[config.mk]
export PLATFORM = sky130hd
export DESIGN_NAME = flash_status_gen
export DESIGN_NICKNAME = d
export VERILOG_FILES = /design/src/rtl/fsg_pkg.sv /design/src/rtl/fsg_sect_lookup.sv /design/src/rtl/fsg_toggle.sv /design/src/rtl/fsg_fsm.sv /design/src/rtl/flash_status_gen.sv
export SDC_FILE = /design/constraint.sdc
export NUM_CORES = 1
export LEC_CHECK = 0
export BUFFER_PORTS_ARGS = -buffer_cell sky130_fd_sc_hd__buf_2
export CORE_MARGIN = 2
export CORE_UTILIZATION = 41
export DETAILED_ROUTE_END_ITERATION = 6
export GPL_TIMING_DRIVEN = 1
export PLACE_DENSITY = 0.74
export SYNTH_ARGS = -nofsm -noshare
export SYNTH_HDL_FRONTEND = slang
export SYNTH_SLANG_ARGS = --single-unit
[constraint.sdc]
create_clock -name clk -period 2.1 [get_ports clk]
set_input_delay 0.42 -clock clk [delete_from_list [all_inputs] [get_ports clk]]
set_output_delay 0.42 -clock clk [all_outputs]
set_load 0.05 [all_outputs]
[src/rtl/fsg_pkg.sv]
package fsg_pkg;
    typedef enum logic [2:0] {
        OP_IDLE   = 3'd0,
        OP_PROG   = 3'd1,
        OP_ERASE  = 3'd2,
        OP_ESUSP  = 3'd3,
        OP_ESPROG = 3'd4
    } op_mode_e;

    typedef enum logic [2:0] {
        ST_ARRAY,
        ST_BUSY,
        ST_FALSEBUSY,
        ST_SUSP,
        ST_FAIL
    } fsg_state_e;
endpackage

[src/rtl/fsg_sect_lookup.sv]
module fsg_sect_lookup #(
    parameter int ADDR_W    = 12,
    parameter int SECT_BITS = 3,
    localparam int NUM_SECT = 1 << SECT_BITS
) (
    input  logic [ADDR_W-1:0]   addr,
    input  logic [NUM_SECT-1:0] mask,
    output logic                hit
);
    logic [SECT_BITS-1:0] idx;

    assign idx = addr[ADDR_W-1 -: SECT_BITS];
    assign hit = mask[idx];
endmodule

[src/rtl/fsg_toggle.sv]
module fsg_toggle (
    input  logic clk,
    input  logic rst_n,
    input  logic flip,
    output logic q
);
    always_ff @(posedge clk or negedge rst_n) begin
        if (!rst_n) begin
            q <= 1'b0;
        end else if (flip) begin
            q <= ~q;
        end
    end
endmodule

[src/rtl/fsg_fsm.sv]
module fsg_fsm
    import fsg_pkg::*;
#(
    parameter int PROT_CYC = 50,
    localparam int CNT_W = (PROT_CYC > 1) ? $clog2(PROT_CYC) : 1
) (
    input  logic       clk,
    input  logic       rst_n,
    input  logic [2:0] op_mode,
    input  logic       op_go,
    input  logic       go_prot,
    input  logic       op_done,
    input  logic       fail_limit,
    input  logic       fail_zero,
    input  logic       reset_cmd,
    input  logic       rd_stb,
    input  logic       rd_sel,
    output logic       status_rd,
    output logic       flip6,
    output logic       flip2,
    output logic       fail_flag
);
    fsg_state_e st, nxt;
    logic             susp_prog;
    logic             erase_ctx;
    logic [CNT_W-1:0] cnt;
    logic             failed;
    logic             busy_like;

    assign failed = fail_limit | fail_zero;

    // next-state logic
    always_comb begin
        nxt = st;
        unique case (st)
            ST_ARRAY: begin
                if (op_go && op_mode == OP_PROG) begin
                    nxt = go_prot ? ST_FALSEBUSY : ST_BUSY;
                end else if (op_go && op_mode == OP_ERASE) begin
                    nxt = ST_BUSY;
                end
            end
            ST_SUSP: begin
                if (op_go && op_mode == OP_ESPROG) begin
                    nxt = go_prot ? ST_FALSEBUSY : ST_BUSY;
                end else if (op_go && op_mode == OP_ERASE) begin
                    nxt = ST_BUSY;
                end
            end
            ST_BUSY: begin
                if (failed) begin
                    nxt = ST_FAIL;
                end else if (op_done) begin
                    nxt = susp_prog ? ST_SUSP : ST_ARRAY;
                end else if (erase_ctx && !susp_prog && op_mode == OP_ESUSP) begin
                    nxt = ST_SUSP;
                end
            end
            ST_FALSEBUSY: begin
                if (cnt == '0) begin
                    nxt = susp_prog ? ST_SUSP : ST_ARRAY;
                end
            end
            ST_FAIL: begin
                if (reset_cmd) begin
                    nxt = susp_prog ? ST_SUSP : ST_ARRAY;
                end
            end
            default: nxt = ST_ARRAY;
        endcase
    end

    // state register and context flags
    always_ff @(posedge clk or negedge rst_n) begin
        if (!rst_n) begin
            st        <= ST_ARRAY;
            susp_prog <= 1'b0;
            erase_ctx <= 1'b0;
            cnt       <= '0;
        end else begin
            st <= nxt;
            if (st == ST_SUSP && op_go && op_mode == OP_ESPROG) begin
                susp_prog <= 1'b1;
            end else if (nxt == ST_SUSP || nxt == ST_ARRAY) begin
                susp_prog <= 1'b0;
            end
            if (st == ST_ARRAY && op_go && op_mode == OP_ERASE) begin
                erase_ctx <= 1'b1;
            end else if (nxt == ST_ARRAY) begin
                erase_ctx <= 1'b0;
            end
            if (nxt == ST_FALSEBUSY && st != ST_FALSEBUSY) begin
                cnt <= CNT_W'(PROT_CYC - 1);
            end else if (st == ST_FALSEBUSY && cnt != '0) begin
                cnt <= cnt - 1'b1;
            end
        end
    end

    // outputs
    always_comb begin
        busy_like = (st == ST_BUSY) || (st == ST_FALSEBUSY) || (st == ST_FAIL);
        status_rd = busy_like || (st == ST_SUSP && rd_sel);
        flip6     = rd_stb && busy_like;
        flip2     = rd_stb && status_rd && erase_ctx && rd_sel;
        fail_flag = (st == ST_FAIL);
    end

    p_leave_array_only_on_go_r11: assert property (@(posedge clk) disable iff (!rst_n)
        (st == ST_ARRAY && !op_go) |=> (st == ST_ARRAY));

    p_window_holds_r4: assert property (@(posedge clk) disable iff (!rst_n)
        (st == ST_FALSEBUSY && cnt != '0) |=> (st == ST_FALSEBUSY));

    p_fail_has_cause_r8: assert property (@(posedge clk) disable iff (!rst_n)
        $rose(st == ST_FAIL) |-> $past(fail_limit || fail_zero));

    p_fail_holds_r9: assert property (@(posedge clk) disable iff (!rst_n)
        (st == ST_FAIL && !reset_cmd) |=> (st == ST_FAIL));

    p_susp_prog_returns_r7: assert property (@(posedge clk) disable iff (!rst_n)
        (st == ST_BUSY && susp_prog && op_done && !failed) |=> (st == ST_SUSP));
endmodule

[src/rtl/flash_status_gen.sv]
module flash_status_gen #(
    parameter int ADDR_W    = 12,
    parameter int SECT_BITS = 3,
    parameter int CLK_MHZ   = 50,
    parameter int PROT_NS   = 1000,
    localparam int NUM_SECT = 1 << SECT_BITS,
    localparam int PROT_CYC = (CLK_MHZ * PROT_NS) / 1000
) (
    input  logic                clk,
    input  logic                rst_n,
    input  logic [2:0]          op_mode,
    input  logic                op_go,
    input  logic [ADDR_W-1:0]   go_addr,
    input  logic                op_done,
    input  logic                fail_limit,
    input  logic                fail_zero,
    input  logic                reset_cmd,
    input  logic [NUM_SECT-1:0] erase_sel,
    input  logic [NUM_SECT-1:0] sect_prot,
    input  logic                rd_stb,
    input  logic [ADDR_W-1:0]   rd_addr,
    input  logic [7:0]          array_data,
    output logic [7:0]          rd_data,
    output logic                rd_valid
);
    logic rd_sel, go_prot;
    logic status_rd, flip6, flip2, fail_flag;
    logic t6_q, t2_q;

    fsg_sect_lookup #(.ADDR_W(ADDR_W), .SECT_BITS(SECT_BITS)) u_rd_sel (
        .addr(rd_addr), .mask(erase_sel), .hit(rd_sel)
    );

    fsg_sect_lookup #(.ADDR_W(ADDR_W), .SECT_BITS(SECT_BITS)) u_go_prot (
        .addr(go_addr), .mask(sect_prot), .hit(go_prot)
    );

    fsg_fsm #(.PROT_CYC(PROT_CYC)) u_fsm (
        .clk(clk), .rst_n(rst_n), .op_mode(op_mode), .op_go(op_go),
        .go_prot(go_prot), .op_done(op_done), .fail_limit(fail_limit),
        .fail_zero(fail_zero), .reset_cmd(reset_cmd), .rd_stb(rd_stb),
        .rd_sel(rd_sel), .status_rd(status_rd), .flip6(flip6),
        .flip2(flip2), .fail_flag(fail_flag)
    );

    fsg_toggle u_t6 (.clk(clk), .rst_n(rst_n), .flip(flip6), .q(t6_q));
    fsg_toggle u_t2 (.clk(clk), .rst_n(rst_n), .flip(flip2), .q(t2_q));

    always_ff @(posedge clk or negedge rst_n) begin
        if (!rst_n) begin
            rd_data  <= 8'h00;
            rd_valid <= 1'b0;
        end else begin
            rd_valid <= rd_stb;
            if (rd_stb) begin
                rd_data <= status_rd ? {1'b0, t6_q, fail_flag, 2'b00, t2_q, 2'b00}
                                     : array_data;
            end
        end
    end

    p_toggles_idle_stable_r2: assert property (@(posedge clk) disable iff (!rst_n)
        !rd_stb |=> ($stable(t6_q) && $stable(t2_q)));

    p_valid_follows_strobe_r1: assert property (@(posedge clk) disable iff (!rst_n)
        rd_stb |=> rd_valid);
endmodule

* Word level (Yosys, flattened, before mapping)
Index checks and enable logic that the tools add are counted.
** Cells by class
- Add/subtract/negate cells :: 1
- Multipliers :: 0
- Div/mod/pow operators :: 0
- Order comparisons :: 2
- Equality and inequality tests :: 11
- Shift-type cells :: 0
- Muxes and demuxes :: 22
- Bitwise logic cells :: 3
- Reductions and logical operators :: 28
** Operators with widths (count)
- $mux 3 :: 8
- $eq 3x2->1 const B :: 6
- $logic_and 1x1->1 :: 16
- $pmux 3 s5 :: 1
- $mux 6 :: 2
- $lt 3x4->1 const B :: 2
- $mux 8 :: 1
- $bmux 1 s3 :: 2
- $eq 3x1->1 const B :: 2
- $eq 3x3->1 const B :: 2
- $logic_not 3->1 :: 2
- $logic_not 6->1 :: 1
- $mux 1 :: 6
- $reduce_bool 2->1 :: 3
- $reduce_bool 6->1 :: 1
- $sub 6x1->6 const B :: 1
- $logic_or 1x1->1 :: 4
- $mux 2 :: 2
- $ne 3x2->1 const B :: 1
- $not 1->1 :: 2
- $logic_not 1->1 :: 1
- $or 1x1->1 :: 1
** Word-level totals
- Flip-flop bits (word level) :: 22
- Bits in latches :: 0
- Memory bits (writable) :: 0
- ROM bits :: 0
- Bits of input ports :: 59
- Logic and storage cells :: 75
- Memories kept :: 0

* Depth between registers and ports, before layout
- Word-level depth :: 11
- Mapped depth :: 8

* Cells and area by module
A second synthesis with hierarchy kept.
** Second synthesis, totals
- Cell total of the unflattened synthesis :: 146
- Area total of the unflattened synthesis :: 1510.2 sq um
** By module, submodules not included
- fsg_fsm :: times used 1, cells an instance 100, area each 914.6 sq um
- flash_status_gen :: times used 1, cells an instance 36, area each 400.4 sq um
- fsg_sect_lookup :: times used 2, cells an instance 3, area each 63.8 sq um
- fsg_toggle :: times used 2, cells an instance 2, area each 33.8 sq um

* Worst setup path before layout
No wires, ideal clock.
- Path kind :: reg-to-reg
- Start point :: register u_fsm.cnt[0]
- End point :: register u_fsm.susp_prog
- Setup time :: 0.122 ns
- Arrival :: 2.224 ns
- Data required time :: 1.978 ns
- Path slack :: -0.245 ns
- Stages on the path, launching flop included :: 9
- Path buffers :: 0
- Clock period less this slack :: 2.345 ns
- Cells stage by stage :: dfrtp_1 -> inv_1 -> ha_1 -> or4b_1 -> o31ai_1 -> nand3_1 -> nor3b_1 -> or3b_1 -> a32o_1
** On the way
- Cells in the longest elaborated chain, start to end :: 6
- Elaborated cells between the ends (all ways) :: 7
- Those cells by class :: eq/ne (1); mux (2); reduce/logical (4)
** Ends and longest elaborated chain
- start: declaration :: line fsg_fsm.sv:26 : logic [CNT_W-1:0] cnt;
- start signal: assignment :: line fsg_fsm.sv:93 : cnt <= CNT_W'(PROT_CYC - 1);
- start signal: assignment :: line fsg_fsm.sv:95 : cnt <= cnt - 1'b1;
- $logic_not 6->1 (*) :: line fsg_fsm.sv:60 : if (cnt == '0) begin
- $mux 3 (*) :: line fsg_fsm.sv:60
- $pmux 3 s5 (*) :: line fsg_fsm.sv:35 : unique case (st)
- $eq 3x2->1 or $logic_not 3->1 (tied branches) :: line fsg_fsm.sv:84 : end else if (nxt == ST_SUSP || nxt == ST_ARRAY) begin
- $logic_or 1x1->1 (*) :: line fsg_fsm.sv:84
- $reduce_bool 2->1 (no source line) (*)
- end signal: assignment :: line fsg_fsm.sv:77 : susp_prog <= 1'b0;
- end signal: assignment :: line fsg_fsm.sv:83 : susp_prog <= 1'b1;
- end signal: assignment :: line fsg_fsm.sv:85 : susp_prog <= 1'b0;
- end: declaration :: line fsg_fsm.sv:24 : logic susp_prog;
Every way passes the cells marked *; elsewhere a longest branch is shown, timed or not.
A chain may end at the register's enable or synchronous reset.

* Final worst setup path
Same ends and word-level chain as after synthesis.

==> flow_metrics.py <==
metrics = {
    "run_status": {
        "status": "finished with violations",
        "violations": "negative setup slack",
    },
    "grt": {
        "busiest_layer": "met2",
        "grt_pass1_wl_mm": 5.40,
        "grt_util_met3_pct": 1.89,
        "met1_usage_pct": 21.8,
        "antenna_found_initial": 0,
        "grt_usage_pct": 19.0,
        "grtUsageMet2_pct": 36.4,
        "grt_max_degree": 23,
        "grt_pass1_vias": 1319,
        "overflow": 0,
    },
    "setup_path": {
        "cp_num_buf_inv": 1,
        "crit_slowest_cell": "or4b_4",
        "slowest_delay_ps": 480,
        "path_cells": "inv_2, ha_4, or4b_4, o31ai_4, nand3_2, nor3b_2, or3b_4, a32o_1",
        "worst_setup_path_start_kind": "register",
        "criticalPathCategory": "register to register",
        "path_depth": 8,
        "reg2reg_depth": 8,
        "critPathRequiredTime_ps": 2300,
        "critPathCaptureType": "register",
        "path_delay_family": "simple AND/OR/NAND/NOR gates",
        "cp_max_fo": 2,
        "critPathArrivalTime_ps": 2570,
    },
    "pwr": {
        "static-leakage-power_nw": 0.946,
        "power.density_nw_per_um2": 1140,
        "p_int_mw": 1.29,
        "seqPwrFrac_pct": 32.8,
        "combPwrFrac_pct": 56.6,
        "peakVddDrop_mv": 0.388,
        "clkPwrFrac_pct": 10.6,
        "swShare_pct": 41.0,
        "p_sw_uw": 896,
    },
    "cells_and_area": {
        "fillCellCount": 286,
        "diodes": 0,
        "drive_above_1_share_pct": 46.7,
        "multiInputGateArea_um2": 798,
        "layout_common_cells": "buf_2 (49), buf_4 (25), dfrtp_1 (22), nor2_1 (9), nand2b_1 (8)",
        "regArea_um2": 551,
        "final_common_cell": "buf_2",
        "area_growth_pct": 41.3,
        "finalNetCount": 271,
    },
    "clock_network": {
        "clkLatencyLatePin_ps": 300,
        "htreeDepth": 1,
        "path_clk_slew_ps": 120,
        "ctsRootBufferMaster": "clkbuf_4",
        "cts.path.max_buffers": 2,
        "cts_tree": "built",
        "postCtsHoldBufs": 0,
        "numClockSinks": 22,
        "cts_made_buffers": 3,
    },
    "placement": {
        "routabilityCongestion": 0.823,
        "port_buffers": 49,
        "dp_hpwl_mm": 2.57,
        "pre_cts_ws_ps": -352,
    },
    "routing": {
        "ant_nets": 0,
        "vias_per_cell": 5.21,
        "first_pass_iters": 4,
        "vias": 1323,
        "wl_mm": 3.31,
        "wl_per_cell_um": 13.0,
        "drt_iter0_drc": 54,
        "drcViolationCount": 0,
    },
    "floorplanning": {
        "ioPinCount": 68,
        "die_y_um": 61.5,
        "num_rows": 20,
        "core-area_um2": 3100,
        "die_w_um": 61.5,
        "initial_core_util_pct": 43.7,
        "dieArea_um2": 3780,
    },
    "sta": {
        "maxSlewHeadroom_pct": 66.9,
        "tightest_slew_ps": 497,
        "finalWorstSetupSlack_ps": -263,
        "setup_viol": 3,
        "fmax_ghz": 0.423,
        "worst_clock_skew_ps": 2.56,
        "finalHoldViolCount": 0,
        "fin_hold_ws_ps": 63.4,
        "rsz0062_at_grt": "yes",
        "slew_viol_final": 0,
        "fin_crit_sh_pct": 113,
        "layout_min_cycle_time_ps": 2360,
    },
    "synthesis": {
        "synthCells": 135,
        "seq_area_frac_synth_pct": 40.6,
        "syn_nets": 195,
        "synth_async_sr_flop_share_pct": 100,
        "synth_area_per_cell_um2": 10.0,
        "yosys.area.top_type": "dfrtp_1",
        "synth-edff-count": 0,
        "yosys_most_used_dff": "dfrtp_1",
        "syn_area_um2": 1360,
        "yosysTopAreaCellShare_pct": 40.6,
        "synth_warnings": 0,
        "ys_top_cells_by_area": "dfrtp_1 (41%), mux4_2 (5.0%), mux2i_1 (4.4%)",
        "ys_types": 44,
        "synth-seq-cells": 22,
    },
    "min_path": {
        "min_path_type": "primary input to asynchronous set/reset pin",
    },
    "run": {
        "maxCapViolCount": 0,
    },
}
sequential cells by signal (all words and copies together) (netlist names):
signal	flops
u_fsm.erase_ctx	1
u_fsm.cnt	6
rd_data	8
rd_valid	1
u_t6.q	1
u_t2.q	1
u_fsm.st	3
u_fsm.susp_prog	1
cell type report:
| class | count | area share [%] |
|---|---|---|
| clock buffer | 4 | 1.90 |
| inverter | 8 | 1.57 |
| sequential | 22 | 28.8 |
| tap | 44 | 2.88 |
| timing repair buffer | 75 | 23.2 |
| multi-input combinational | 101 | 41.7 |
metal layers:
layer | up-vias | wire length (um)
met5 | - | 0
met4 | 0 | 27
li1 | 654 | -
met3 | 2 | 138
met2 | 34 | 1710
met1 | 633 | 1430
power by group through the flow:
stage,sequential [mW],combinational (mW),clock (mW)
floorplan,0.888,0.512,0
global placement,0.706,1.07,0
detailed placement,0.715,1.10,0
CTS,0.711,1.18,0.239
global route,0.738,1.36,0.260
finish,0.717,1.24,0.231
cells in the mapped netlist, drive strengths merged, types with 2 or more instances:
library cell  count
clkbuf            3
xnor2             4
o221ai            2
a31oi             2
mux2i             6
mux2              3
nand2b            9
a21oi             5
nand3             2
inv               8
mux4              3
xor2              3
and2              2
nor3              2
nor2              9
nor3b             2
a22o              5
o22ai             4
nand2             7
o21ai             7
dfrtp            22
nor4              5
worst reg2reg max path, stage by stage, from the launching register on:
cell	delay (ps)
dfrtp_1	430
inv_2	90
ha_4	130
or4b_4	480
o31ai_4	200
nand3_2	100
nor3b_2	190
or3b_4	410
a32o_1	250
path summary, 6_finish.rpt:
kind	startpoint	slack, ps	end
max reg2reg	u_fsm.cnt[0]	-260	u_fsm.susp_prog
min	rst_n	60	rd_data[3]
max in group asynchronous	rst_n	1700	u_fsm.st[2]
max	u_fsm.cnt[0]	-260	u_fsm.susp_prog
min in group clk	rd_stb	320	rd_valid
min reg2reg	rd_data[2]	530	rd_data[2]
through the flow:
stage / TNS [ps] / utilization, % / instance area (um^2) / power (mW) / std cells
floorplan: -273 / - / 1380 / 1.40 / 135
global placement: -885 / 57.9 / 1800 / 1.77 / 243
detailed placement: -1100 / 57.9 / 1800 / 1.82 / 243
CTS: -521 / 60.6 / 1880 / 2.14 / 250
global route: -740 / 61.7 / 1910 / 2.36 / 254
finish: -480 / 61.7 / 1910 / 2.19 / 254
cell families (layout without fill, tap and decap cells):
logic type | after synthesis | count (layout) | synth area share (%)
xor gates and xnor gates | 7 | 7 | 4.52
and+or+nand+nor | 48 | 48 | 21.3
muxes | 12 | 12 | 11.9
buffers and inverters | 12 | 87 | 3.88
AOI/OAI and AO/OA | 33 | 33 | 16.8
adders and majority gates | 1 | 1 | 0.923
DFF | 22 | 22 | 40.6
what timing repair did:
action	CTS	global route
buffers inserted	3	4
pin swaps	3	1
setup endpoints to repair	4	3
cloned	0	0
endpoints found under the hold margin	0	0
gates resized for setup	6	1
Note: power is estimated with default switching activity, not from simulation.
